==> src/rtl/phw_pkg.sv <==
package phw_pkg;
    localparam int unsigned PHW_DEF_DEPTH  = 16;
    localparam int unsigned PHW_DEF_PAGE_W = 16;

    // Clamp a requested window length to 1..depth.
    function automatic int unsigned phw_clamp(input int unsigned raw, input int unsigned depth);
        if (raw == 0)
            return 1;
        else if (raw > depth)
            return depth;
        else
            return raw;
    endfunction
endpackage

==> src/rtl/phw_ring.sv <==
module phw_ring #(
    parameter int unsigned DEPTH  = phw_pkg::PHW_DEF_DEPTH,
    parameter int unsigned PAGE_W = phw_pkg::PHW_DEF_PAGE_W,
    parameter int unsigned LEN_W  = $clog2(DEPTH + 1),
    parameter int unsigned PTR_W  = (DEPTH > 1) ? $clog2(DEPTH) : 1
) (
    input  logic                    clk,
    input  logic                    rst,
    input  logic [LEN_W-1:0]        eff_len,
    input  logic                    rec_en,
    input  logic [PAGE_W-1:0]       rec_page,
    output logic [DEPTH-1:0]        slot_vld,
    output logic [DEPTH*PAGE_W-1:0] slot_tags,
    output logic [PTR_W-1:0]        wr_ptr,
    output logic [LEN_W-1:0]        len_q
);
    typedef struct packed {
        logic              vld;
        logic [PAGE_W-1:0] tag;
    } slot_t;

    slot_t slots_q [DEPTH];
    logic  len_change;
    logic  ptr_at_end;

    assign len_change = (eff_len != len_q);
    assign ptr_at_end = ({{(LEN_W > PTR_W ? LEN_W - PTR_W : 1){1'b0}}, wr_ptr} == {1'b0, eff_len - LEN_W'(1)});

    always_ff @(posedge clk) begin
        if (rst) begin
            for (int i = 0; i < DEPTH; i++) begin
                slots_q[i].vld <= 1'b0;
                slots_q[i].tag <= '0;
            end
            wr_ptr <= '0;
            len_q  <= eff_len;
        end else if (len_change) begin
            for (int i = 0; i < DEPTH; i++)
                slots_q[i].vld <= 1'b0;
            wr_ptr <= '0;
            len_q  <= eff_len;
        end else if (rec_en) begin
            slots_q[wr_ptr].vld <= 1'b1;
            slots_q[wr_ptr].tag <= rec_page;
            wr_ptr <= ptr_at_end ? '0 : wr_ptr + PTR_W'(1);
        end
    end

    for (genvar g = 0; g < DEPTH; g++) begin : g_out
        assign slot_vld[g]                    = slots_q[g].vld;
        assign slot_tags[g*PAGE_W +: PAGE_W]  = slots_q[g].tag;
    end
endmodule

==> src/rtl/phw_tally.sv <==
module phw_tally #(
    parameter int unsigned DEPTH  = phw_pkg::PHW_DEF_DEPTH,
    parameter int unsigned PAGE_W = phw_pkg::PHW_DEF_PAGE_W,
    parameter int unsigned LEN_W  = $clog2(DEPTH + 1)
) (
    input  logic [DEPTH-1:0]        slot_vld,
    input  logic [DEPTH*PAGE_W-1:0] slot_tags,
    input  logic [PAGE_W-1:0]       q_page,
    output logic [LEN_W-1:0]        count
);
    logic [DEPTH-1:0] hit;

    for (genvar g = 0; g < DEPTH; g++) begin : g_cmp
        assign hit[g] = slot_vld[g] && (slot_tags[g*PAGE_W +: PAGE_W] == q_page);
    end

    always_comb begin
        count = '0;
        for (int i = 0; i < DEPTH; i++)
            count = count + LEN_W'(hit[i]);
    end
endmodule

==> src/rtl/phw_gate.sv <==
module phw_gate #(
    parameter int unsigned LEN_W = 5
) (
    input  logic [LEN_W-1:0] count,
    input  logic [LEN_W-1:0] thresh,
    output logic             hot
);
    assign hot = (count > thresh);
endmodule

==> src/rtl/page_history_window.sv <==
module page_history_window #(
    parameter int unsigned DEPTH  = phw_pkg::PHW_DEF_DEPTH,
    parameter int unsigned PAGE_W = phw_pkg::PHW_DEF_PAGE_W,
    parameter int unsigned LEN_W  = $clog2(DEPTH + 1)
) (
    input  logic              clk,
    input  logic              rst,
    input  logic [LEN_W-1:0]  win_len,
    input  logic [LEN_W-1:0]  thresh,
    input  logic              rec_en,
    input  logic [PAGE_W-1:0] rec_page,
    input  logic [PAGE_W-1:0] q_page,
    output logic [LEN_W-1:0]  q_cnt,
    output logic              q_hot
);
    localparam int unsigned PTR_W = (DEPTH > 1) ? $clog2(DEPTH) : 1;

    logic [LEN_W-1:0]        eff_len;
    logic [DEPTH-1:0]        slot_vld;
    logic [DEPTH*PAGE_W-1:0] slot_tags;
    logic [PTR_W-1:0]        wr_ptr;
    logic [LEN_W-1:0]        len_q;

    assign eff_len = LEN_W'(phw_pkg::phw_clamp(int'(win_len), DEPTH));

    phw_ring #(.DEPTH(DEPTH), .PAGE_W(PAGE_W), .LEN_W(LEN_W), .PTR_W(PTR_W)) u_ring (
        .clk       (clk),
        .rst       (rst),
        .eff_len   (eff_len),
        .rec_en    (rec_en),
        .rec_page  (rec_page),
        .slot_vld  (slot_vld),
        .slot_tags (slot_tags),
        .wr_ptr    (wr_ptr),
        .len_q     (len_q)
    );

    phw_tally #(.DEPTH(DEPTH), .PAGE_W(PAGE_W), .LEN_W(LEN_W)) u_tally (
        .slot_vld  (slot_vld),
        .slot_tags (slot_tags),
        .q_page    (q_page),
        .count     (q_cnt)
    );

    phw_gate #(.LEN_W(LEN_W)) u_gate (
        .count  (q_cnt),
        .thresh (thresh),
        .hot    (q_hot)
    );
endmodule

==> config.mk <==
export PLATFORM = sky130hd
export DESIGN_NAME = page_history_window
export DESIGN_NICKNAME = d
export VERILOG_FILES = /design/src/rtl/phw_pkg.sv /design/src/rtl/phw_ring.sv /design/src/rtl/phw_tally.sv /design/src/rtl/phw_gate.sv /design/src/rtl/page_history_window.sv
export SDC_FILE = /design/constraint.sdc
export NUM_CORES = 1
export LEC_CHECK = 0
export BUFFER_PORTS_ARGS = -buffer_cell sky130_fd_sc_hd__buf_4
export CORE_MARGIN = 2
export CORE_UTILIZATION = 65
export DETAILED_ROUTE_END_ITERATION = 10
export PLACE_DENSITY = 0.83
export SYNTH_ARGS = -nofsm -noshare
export SYNTH_HDL_FRONTEND = slang
export SYNTH_SLANG_ARGS = --single-unit
==> constraint.sdc <==
create_clock -name clk -period 14.3 [get_ports clk]
set_clock_uncertainty 0.1 [all_clocks]
set_input_delay 0.715 -clock clk [delete_from_list [all_inputs] [get_ports clk]]
set_output_delay 0.715 -clock clk [all_outputs]
set_load 0.05 [all_outputs]
; ---- Word level (Yosys, flattened, before mapping)
; Memories as Yosys holds them, arrays and structs flattened.
; Index checks and enable logic that the tools add are counted.
[totals]
reg_bits = 9
mem_bits_rw = 272
input_bits = 45
output_inout_bits = 6
wordCells = 109
n_memories = 1
[mem_list]
columns = memory, depth, word_bits, rd, rd_ports_with_merged_regs, wr, line
row1 = u_ring.slots_q, 16, 17, 16, 0, 16, phw_ring.sv:22  ; slot_t slots_q [DEPTH];
[classes]
n_addsub = 17
order_cmp = 2
eq_ne = 18
muxes = 33
n_bitwise = 16
reduce_logical = 20
[ops]
columns = op, n
row1 = equality test 16 bit, 16
row2 = adder 5 x 1 -> 5 bit, 14
row3 = 2-to-1 mux 1 bit, 25
row4 = 2-to-1 mux 5 bit, 4
row5 = 2-to-1 mux 17 bit, 1
row6 = OR reduction 17 bit, 1
row7 = logical AND 1 bit, 16
row8 = OR 1 bit, 16
row9 = 2-to-1 mux 4 bit, 2
row10 = equality test 4 x 5 -> 1 bit, 1
row11 = greater-than comparator 5 bit, 1
row12 = "greater-than comparator 5 bit, second input constant", 1
row13 = zero test 5 bit, 1
row14 = inequality test 5 bit, 1
row15 = "subtractor 5 x 1 -> 5 bit, second input constant", 1
row16 = "adder 4 x 1 -> 4 bit, second input constant", 1
row17 = adder 1 x 1 -> 2 bit, 1
row18 = 2-to-1 mux 2 bit, 1
row19 = nonzero test 2 bit, 1
row20 = OR reduction 2 bit, 1

; ---- Logic depth before layout (Yosys ltp)
; Gate-level depths: netlist (run 1).
; An unclocked memory read counts as a cell.
[depth]
ltp_word = 19
depth_mapped = 22
mapped_depth_nobuf = 21

; ---- Hierarchy
; Synthesis (run 1) repeated with hierarchy kept, for this count alone.
[hier_totals]
cells_unflattened = 1111
area_unflattened_um2 = 14739.1
[by_module_without_submodules]
columns = mod, n_inst, cells_per_inst, area_each_um2, seq_area_each_um2
row1 = phw_ring, 1, 674, 11000.6, 8237.9
row2 = phw_tally, 1, 413, 3579.7, 0.0
row3 = phw_gate, 1, 17, 121.4, 0.0
row4 = page_history_window, 1, 7, 37.5, 0.0

; ---- Worst setup path after synthesis (run 1)
; Ideal clock, no wire load.
[synth_path]
path_kind = input -> output
from = in q_page[2]
to = out q_hot
arrival_time_ns = 7.125
t_required_ns = 13.485
setup_slack_ns = 6.360
cell_stages = 21
path_buffers = 2
cell_sequence = clkbuf_1 -> clkbuf_1 -> xnor2_1 -> nand4_1 -> nor4_1 -> ha_1 -> inv_1 -> fa_1 -> fa_1 -> fa_1 -> inv_1 -> fa_1 -> fa_1 -> inv_1 -> fa_1 -> xnor2_1 -> ha_1 -> o21a_1 -> o21a_1 -> o21ai_0 -> a22oi_1
[synth_via]
elab_chain_len = 18
elab_cells_between_ends = 48
classes_between = 15 x add/sub / 1 x order compare / 16 x eq/ne / 16 x reduce/logical
[synth_lines]
columns = element, line
row1 = from (decl), page_history_window.sv:12  ; input logic [PAGE_W-1:0] q_page,
row2 = equality test 16 bit, phw_tally.sv:14  ; assign hit[g] = slot_vld[g] && (slot_tags[g*PAGE_W +: PAGE_W] == q_page);
row3 = logical AND 1 bit, phw_tally.sv:14
row4 = adder 1 x 1 -> 2 bit, phw_tally.sv:20  ; count = count + LEN_W'(hit[i]);
row5 = adder 5 x 1 -> 5 bit (13 in series), phw_tally.sv:20
row6 = adder 5 x 1 -> 5 bit (*), phw_tally.sv:20
row7 = via q_cnt[2], page_history_window.sv:13  ; output logic [LEN_W-1:0] q_cnt,
row8 = greater-than comparator 5 bit (*), phw_gate.sv:8  ; assign hot = (count > thresh);
row9 = to (decl), page_history_window.sv:14  ; output logic q_hot
; Mark *: on every way through the listed nets, which the timed path passes. The rest lies on a longest branch.

; ---- Final worst setup path (run 1)
[layout_path]
from = in q_page[1]
to = out q_hot
[layout_via]
elab_chain_len = 18
elab_cells_between_ends = 48
classes_between = 15 x add/sub / 1 x order compare / 16 x eq/ne / 16 x reduce/logical
[layout_lines]
columns = element, line
row1 = equality test 16 bit, phw_tally.sv:14
row2 = logical AND 1 bit, phw_tally.sv:14
row3 = adder 1 x 1 -> 2 bit, phw_tally.sv:20
row4 = adder 5 x 1 -> 5 bit (13 in series), phw_tally.sv:20
row5 = adder 5 x 1 -> 5 bit (*), phw_tally.sv:20
row6 = greater-than comparator 5 bit (*), phw_gate.sv:8
; Mark *: on every way between the ends. The rest lies on a longest branch, timed or not.

==> flow_summary_export.csv, run 1 <==
group,metric,value,unit
hold_path,min_from,"u_ring.slots_q[12][16]",
detailed_routing,via_per_inst,6.040,
power,pwr-share-clk,38.5,%
timing,finalCritPeriodShare,50.05,%
worst_setup_path,crit_path_start,"q_page[1]",
yosys,synthCells,1128,
place,place.gp.congestion,0.7917,
cts,numCtsBuffers,29,
worst_setup_path,crit_required,13490,ps
worst_setup_path,slowest_delay,500,ps
timing,period_needed,7157,ps
power,power.internal,1.359,mW
global_routing,grt_max_degree,19,
cts,cts_tree,"built",
yosys,syn_nets,1198,
timing,worst_pin_slew,900.6,ps
yosys,ys_ff_latch,281,
yosys,synth_cell_types,47,
power,p_sw,0.4172,mW
cts,path_clk_slew,60,ps
worst_setup_path,start_kind,"input pin",
global_routing,grt_pass1_vias,8619,
yosys,synth_xor_area_share,15.84,%
worst_setup_path,crit_fanout,16,
worst_setup_path,r2r_start,"u_ring.len_q[3]",
cts,ctsHoldBuffers,0,
power,comb_power_share,8.8,%
worst_setup_path,path_buf_inv,6,
cells_and_area,syn_to_final_growth,8.318,%
yosys,synth-simple-area-share,19.27,%
yosys,synth_edf_count,261,
yosys,synth_top_family_by_area,"simple AND/OR/NAND/NOR gates",
cts,cts_sinks,281,
power,seqPwrFrac,52.7,%
yosys,synth.most_common_cell,"edfxtp_1",
cts,clockBufferDepth,3,
yosys,synth_top_area_share,53.88,%
floorplan,die_x,153.6,um
yosys,synth_area_per_cell,12.90,um2
floorplan,num_rows,54,
cells_and_area,fillCellCount,1481,
cts,insertion_delay,550,ps
detailed_routing,routed_wl,34520,um
global_routing,grt_first_pass_wirelength,51260,um
timing,fmax,139.7,MHz
worst_setup_path,path_cells,"buf_4 > xor2_1 > nor4_1 > nand4_1 > nor4_1 > ha_1 > inv_1 > fa_1 > fa_1 > fa_1 > inv_1 > fa_1 > fa_1 > inv_1 > fa_1 > inv_1 > ha_1 > nor2b_1 > o21a_1 > o21a_1 > o21ai_0 > a22oi_1 > buf_4",
yosys,synth_commonest_cells,"edfxtp_1, and2_1, xnor2_1",
yosys,synth_flop_cell,"edfxtp_1",
floorplan,die-area,23590,um2
cells_and_area,diodes,0,
hold_path,holdCritPathClass,"reg2reg",
yosys,synth_adder_area_share,2.666,%
cells_and_area,drive_gt1_share,10.87,%
power,p_sw_share,23.49,%
run_status,status,"finished clean",
floorplan,start_util,66.45,%
yosys,syn_area,14550,um2
place,dp.cells,1386,
power,ir_worst_vdd,0.08016,mV
floorplan,num_io_pins,51,
place,portBuffers,50,
global_routing,overflow,0,
yosys,async_reset_ff_share,0,%
cells_and_area,nets,1207,
yosys,yosysTopAreaCell,"edfxtp_1",
power,power.density,112.7,nW/um2
cells_and_area,fin_cells,1439,
worst_setup_path,crit_slowest_cell,"fa_1",
worst_setup_path,critPathKind,"in2out",
cts,cts_setup_buffers,0,
yosys,synthTopCellsByArea,"edfxtp_1, xnor2_1, and2_1",
global_routing,antenna_found_initial,0,
yosys,ys_warn_count,0,
place,hpwlAfterDp,20050,um
power,p_leak,5.658,nW
detailed_routing,drtPass1Iterations,5,
floorplan,die_y,153.6,um
run,drv_cap,0,
yosys,synth-compound-area-share,2.297,%
detailed_routing,num_vias,8691,
yosys,synth.mux.area_fraction,0.06881,%
yosys,synth_seq_area_share,56.63,%
global_routing,gr-usage-all-layers,29.31,%
timing,setup_violations,0,
detailed_routing,drt_iter0_drc,907,
worst_setup_path,critPathArrivalTime,6340,ps
floorplan,fp.coreArea,21890,um2
detailed_routing,wl_per_cell,23.99,um
worst_setup_path,crit_top_cell,"fa_1",
detailed_routing,postRouteAntennaNets,0,
cts,cts_resized,0,
cts,cts-root-buf,"clkbuf_16",
detailed_routing,remaining_drc_errors,0,
timing,relSlewSlack,39.96,%
timing,grt_setup_unrepaired,"false",
worst_setup_path,end_kind,"output pin",
timing,finalSetupTns,0,ps
timing,hold_violations,0,
timing,maxSlewViolCount,0,
cts,cts_max_level,1,
worst_setup_path,cp_top_family,"adder cells",
-- stage by stage --
| stage | hold WS, ps | setup WS [ps] | power [mW] | util [%] | area, um2 |
|---|---|---|---|---|---|
| floorplan | 325.5 | 6360 | 1.054 | - | 14550 |
| global placement | 332.6 | 7309 | 1.102 | 68.13 | 14910 |
| detailed placement | 341.1 | 7131 | 1.106 | 68.13 | 14910 |
| CTS | 354.8 | 7137 | 1.777 | 71.98 | 15760 |
| global route | 355.3 | 6897 | 1.821 | 71.98 | 15760 |
| finish | 356.1 | 7143 | 1.776 | 71.98 | 15760 |
-- cell usage in the layout (no fill, tap or decap), drive strengths merged, types with 21 or more instances in the layout --
master / n
edfxtp: 261
and2: 256
xnor2: 238
buf: 52
nand4: 48
clkbuf: 43
nor4: 39
inv: 27
xor2: 25
nand3: 21
-- power by group through the flow --
stage | registers (mW) | logic, mW | clock network, mW
2_1_floorplan | 0.950 | 0.105 | 0
3_3_place_gp | 0.951 | 0.151 | 0
3_5_place_dp | 0.953 | 0.154 | 0
4_1_cts | 0.935 | 0.155 | 0.687
5_1_grt | 0.938 | 0.164 | 0.719
6_report | 0.935 | 0.156 | 0.685
-- cell families (layout without fill, tap and decap cells) --
| family | Yosys count | count (layout) |
|---|---|---|
| AOI/OAI and AO/OA | 41 | 41 |
| xor gates and xnor gates | 263 | 263 |
| adders and majority gates | 25 | 25 |
| buffers and inverters | 99 | 130 |
| DFF | 281 | 281 |
| muxes | 1 | 1 |
| and+or+nand+nor | 418 | 418 |
-- path summary, 6_finish.rpt --
check                           endpoint  slack (ps)  depth (start not counted)
setup / recovery                   q_hot        7140                         23
hold / removal    u_ring.slots_q[12][16]         360                          1
setup reg to reg   u_ring.slots_q[14][2]       10950                          5
hold reg to reg   u_ring.slots_q[12][16]         360                          1
-- registers in the layout (all words and copies together), names as in the netlist --
register	cells
u_ring.slots_q	272
u_ring.len_q	5
u_ring.wr_ptr	4
-- metal layers --
| metal | vias to the layer above | wire (um) | global-route usage, % |
|---|---|---|---|
| met5 | - | 0 | 0 |
| met4 | 0 | 1293 | 10.88 |
| met3 | 93 | 3213 | 4.961 |
| met2 | 431 | 16720 | 47.81 |
| met1 | 4286 | 13290 | 40.03 |
| li1 | 3881 | - | - |
-- cell type report --
type                    count  area, um2  area share, %
clock buffers              43      788.3          5.003
clock inverters            10      53.80         0.3415
inverters                  25      93.84         0.5956
multi-input cells         748       5842          37.08
flip-flops and latches    281       8238          52.28
well taps                 280      350.3          2.223
repair buffers             52      390.4          2.478
(Power assumes the default switching activity.)
==> run 2: changes to the inputs <==
Settings changed: ABC_AREA from default to 1, CORE_UTILIZATION 65 to 56, PLACE_DENSITY 0.83 to 0.76.
Clock period 14.3 ns to 6.5 ns, I/O delays scaled along.
==> flow_summary_export.csv, run 2 <==
group,metric,value,unit
cts,path_clk_slew,60,ps
yosys,synth-compound-area-share,9.311,%
yosys,synth_area_per_cell,10.42,um2
floorplan,start_util,57.00,%
timing,finalCritPeriodShare,96.66,%
yosys,ys_warn_count,0,
power,power,4.010,mW
place,portBuffers,50,
cells_and_area,final_common_cell,"nor2_1",
cts,cts_max_level,1,
cells_and_area,largestRegisters,"u_ring.slots_q x272, u_ring.len_q x5, u_ring.wr_ptr x4",
timing,maxSlewViolCount,0,
timing,relSlewSlack,18.95,%
hold_path,holdCritPathClass,"in2reg",
cts,cts-root-buf,"clkbuf_16",
yosys,synth_adder_area_share,2.710,%
power,power.density,254.1,nW/um2
yosys,synth-simple-area-share,20.23,%
cells_and_area,diodes,0,
timing,fmax,159.2,MHz
global_routing,grt_pass1_vias,10280,
detailed_routing,num_vias,10640,
worst_setup_path,crit_slowest_cell,"fa_2",
floorplan,num_io_pins,51,
floorplan,num_rows,58,
yosys,syn_nets,1443,
yosys,synth_cell_types,45,
yosys,synthTopCellsByArea,"edfxtp_1, nor2_1, nand2_1",
detailed_routing,wl_per_cell,22.92,um
worst_setup_path,cp_top_family,"adder cells",
detailed_routing,postRouteAntennaNets,0,
timing,finalSetupTns,0,ps
cells_and_area,drive_gt1_share,16.67,%
worst_setup_path,end_kind,"output pin",
worst_setup_path,crit_fanout,2,
hold_path,min_from,"win_len[2]",
floorplan,die_y,163.9,um
detailed_routing,drt_iter0_drc,1358,
worst_setup_path,critPathArrivalTime,5860,ps
worst_setup_path,start_kind,"flip-flop",
yosys,syn_area,14310,um2
global_routing,overflow,0,
yosys,synth_seq_area_share,57.56,%
yosys,synth_flop_cell,"edfxtp_1",
yosys,async_reset_ff_share,0,%
cts,cts_tree,"built",
floorplan,die_x,163.9,um
yosys,synth.mux.area_fraction,0,%
worst_setup_path,path_buf_inv,5,
detailed_routing,drtPass1Iterations,5,
cts,insertion_delay,570,ps
global_routing,antenna_found_initial,0,
worst_setup_path,critPathKind,"reg2out",
worst_setup_path,crit_required,6070,ps
detailed_routing,routed_wl,40150,um
yosys,yosysTopAreaCell,"edfxtp_1",
yosys,ys_ff_latch,281,
yosys,synth_top_family_by_area,"simple AND/OR/NAND/NOR gates",
detailed_routing,remaining_drc_errors,0,
run_status,status,"finished clean",
global_routing,grt_first_pass_wirelength,60340,um
cts,clockBufferDepth,3,
worst_setup_path,slowest_delay,550,ps
timing,worst_pin_slew,1214,ps
floorplan,die-area,26850,um2
timing,setup_violations,0,
yosys,synth_xor_area_share,4.651,%
cells_and_area,largest-register,"u_ring.slots_q",
timing,period_needed,6283,ps
timing,hold_violations,0,
yosys,synth_commonest_cells,"nor2_1, edfxtp_1, nand2_1",
timing,grt_setup_unrepaired,"false",
run,drv_cap,0,
cells_and_area,nets,1469,
power,p_leak,6.077,nW
cells_and_area,syn_to_final_growth,10.27,%
yosys,synthCells,1373,
cts,cts_sinks,281,
detailed_routing,via_per_inst,6.072,
yosys,synth_top_area_share,54.76,%
worst_setup_path,crit_path_start,"u_ring.slots_q[1][7]",
floorplan,fp.coreArea,25110,um2
worst_setup_path,path_cells,"a21oi_1 > nand2_1 > nor3_2 > nand3_1 > nor2_1 > ha_1 > inv_1 > fa_1 > fa_1 > fa_1 > inv_1 > fa_1 > fa_2 > inv_1 > fa_2 > inv_1 > ha_1 > a21oi_1 > nor2_1 > o21bai_1 > a32oi_2 > buf_6",
place,hpwlAfterDp,25450,um
cells_and_area,mostFrequentLayoutCells,"nor2_1, edfxtp_1, nand2_1, inv_1, buf_4",
yosys,synth_edf_count,261,
cells_and_area,largest_reg_flops,272,
place,pre_cts_slack,421.8,ps
worst_setup_path,r2r_start,"u_ring.len_q[4]",
cts,numCtsBuffers,29,
yosys,synth.most_common_cell,"nor2_1",
cells_and_area,fillCellCount,1976,
power,ir_worst_vdd,0.1428,mV
place,place.gp.congestion,0.9410,
timing,setup_ws,217.0,ps
global_routing,grt_max_degree,28,
global_routing,gr-usage-all-layers,30.61,%
-- run 2: cell count changes after synthesis, moves of 18 or more --
cell / before / now
xor2_1: 25 / 52
o22ai_1: 0 / 42
nand2_1: 14 / 166
xnor2_1: 238 / 24
o21ai_0: 4 / 63
and2_1: 256 / 0
nor2_2: 0 / 63
a221oi_1: 0 / 33
nor2_1: 7 / 270
inv_1: 24 / 93
a21oi_1: 4 / 22
nand4_1: 48 / 9
-- run 2: where the power goes --
part	internal (mW)	leakage [nW]	total, mW	switching [mW]
combinational	0.106	2.89	0.350	0.244
clock	0.868	0.437	1.57	0.705
sequential	2.05	2.75	2.09	0.0405
-- run 2: cell type report --
class                           instances  area (um2)  share of cell area (%)
Clock buffer                           36       762.0                   4.828
Timing Repair Buffer                   73       556.8                   3.528
Clock inverter                         18       115.1                  0.7294
Sequential cell                       281        8238                   52.20
Tap cell                              330       412.9                   2.616
Inverter                              101       379.1                   2.402
Multi-Input combinational cell        913        5318                   33.70
-- run 2: layer usage --
| metal | vias to the layer above | global-route usage, % | part of all wire, % |
|---|---|---|---|
| li1 | 4787 | - | - |
| met1 | 5017 | 39.70 | 37 |
| met2 | 696 | 50.40 | 47 |
| met3 | 138 | 5.303 | 11 |
| met4 | 0 | 14.47 | 4.8 |
| met5 | - | 0 | 0 |
-- run 2: worst register-to-register path, stage by stage, from the launching register on --
cell	delay (ps)
edfxtp_1	380
nand2_1	80
nand2_1	40
nor2_1	100
nand2_1	70
nor2_2	100
nand2_1	90
nor2_4	800
nand4_2	640
nand2_1	740
-- run 2: metrics by stage --
step                std cells  hold WS (ps)  util [%]  area, um2
floorplan                1373         319.8         -      14340
detailed placement       1695         357.5     59.19      14860
finish                   1752         42.82     62.85      15780
global placement         1695         354.0     59.19      14860
CTS                      1751         31.08     62.77      15760
global route             1752         67.33     62.85      15780
-- run 2: final timing paths --
check,to,slack (ps),depth (start not counted)
worst min-delay path,u_ring.len_q[2],40,3
worst min register to register,u_ring.slots_q[13][16],370,2
worst max-delay path,q_hot,220,22
worst max register to register,u_ring.slots_q[13][15],2990,9
-- run 2: cells by family (layout without fill, tap and decap cells) --
family | after synthesis | in the layout
XOR/XNOR | 76 | 76
AO/OA/AOI/OAI | 203 | 203
AND/OR/NAND/NOR | 609 | 609
adder cells (fa/ha/maj) | 25 | 25
flip-flops | 281 | 281
buffers and inverters | 179 | 228
-- run 2: what timing repair did --
item	in CTS	in global routing
hold buffers	2	0
setup buffers	0	1
endpoints found under the setup margin	0	1
hold endpoints to repair	3	0
gates resized for setup	0	4
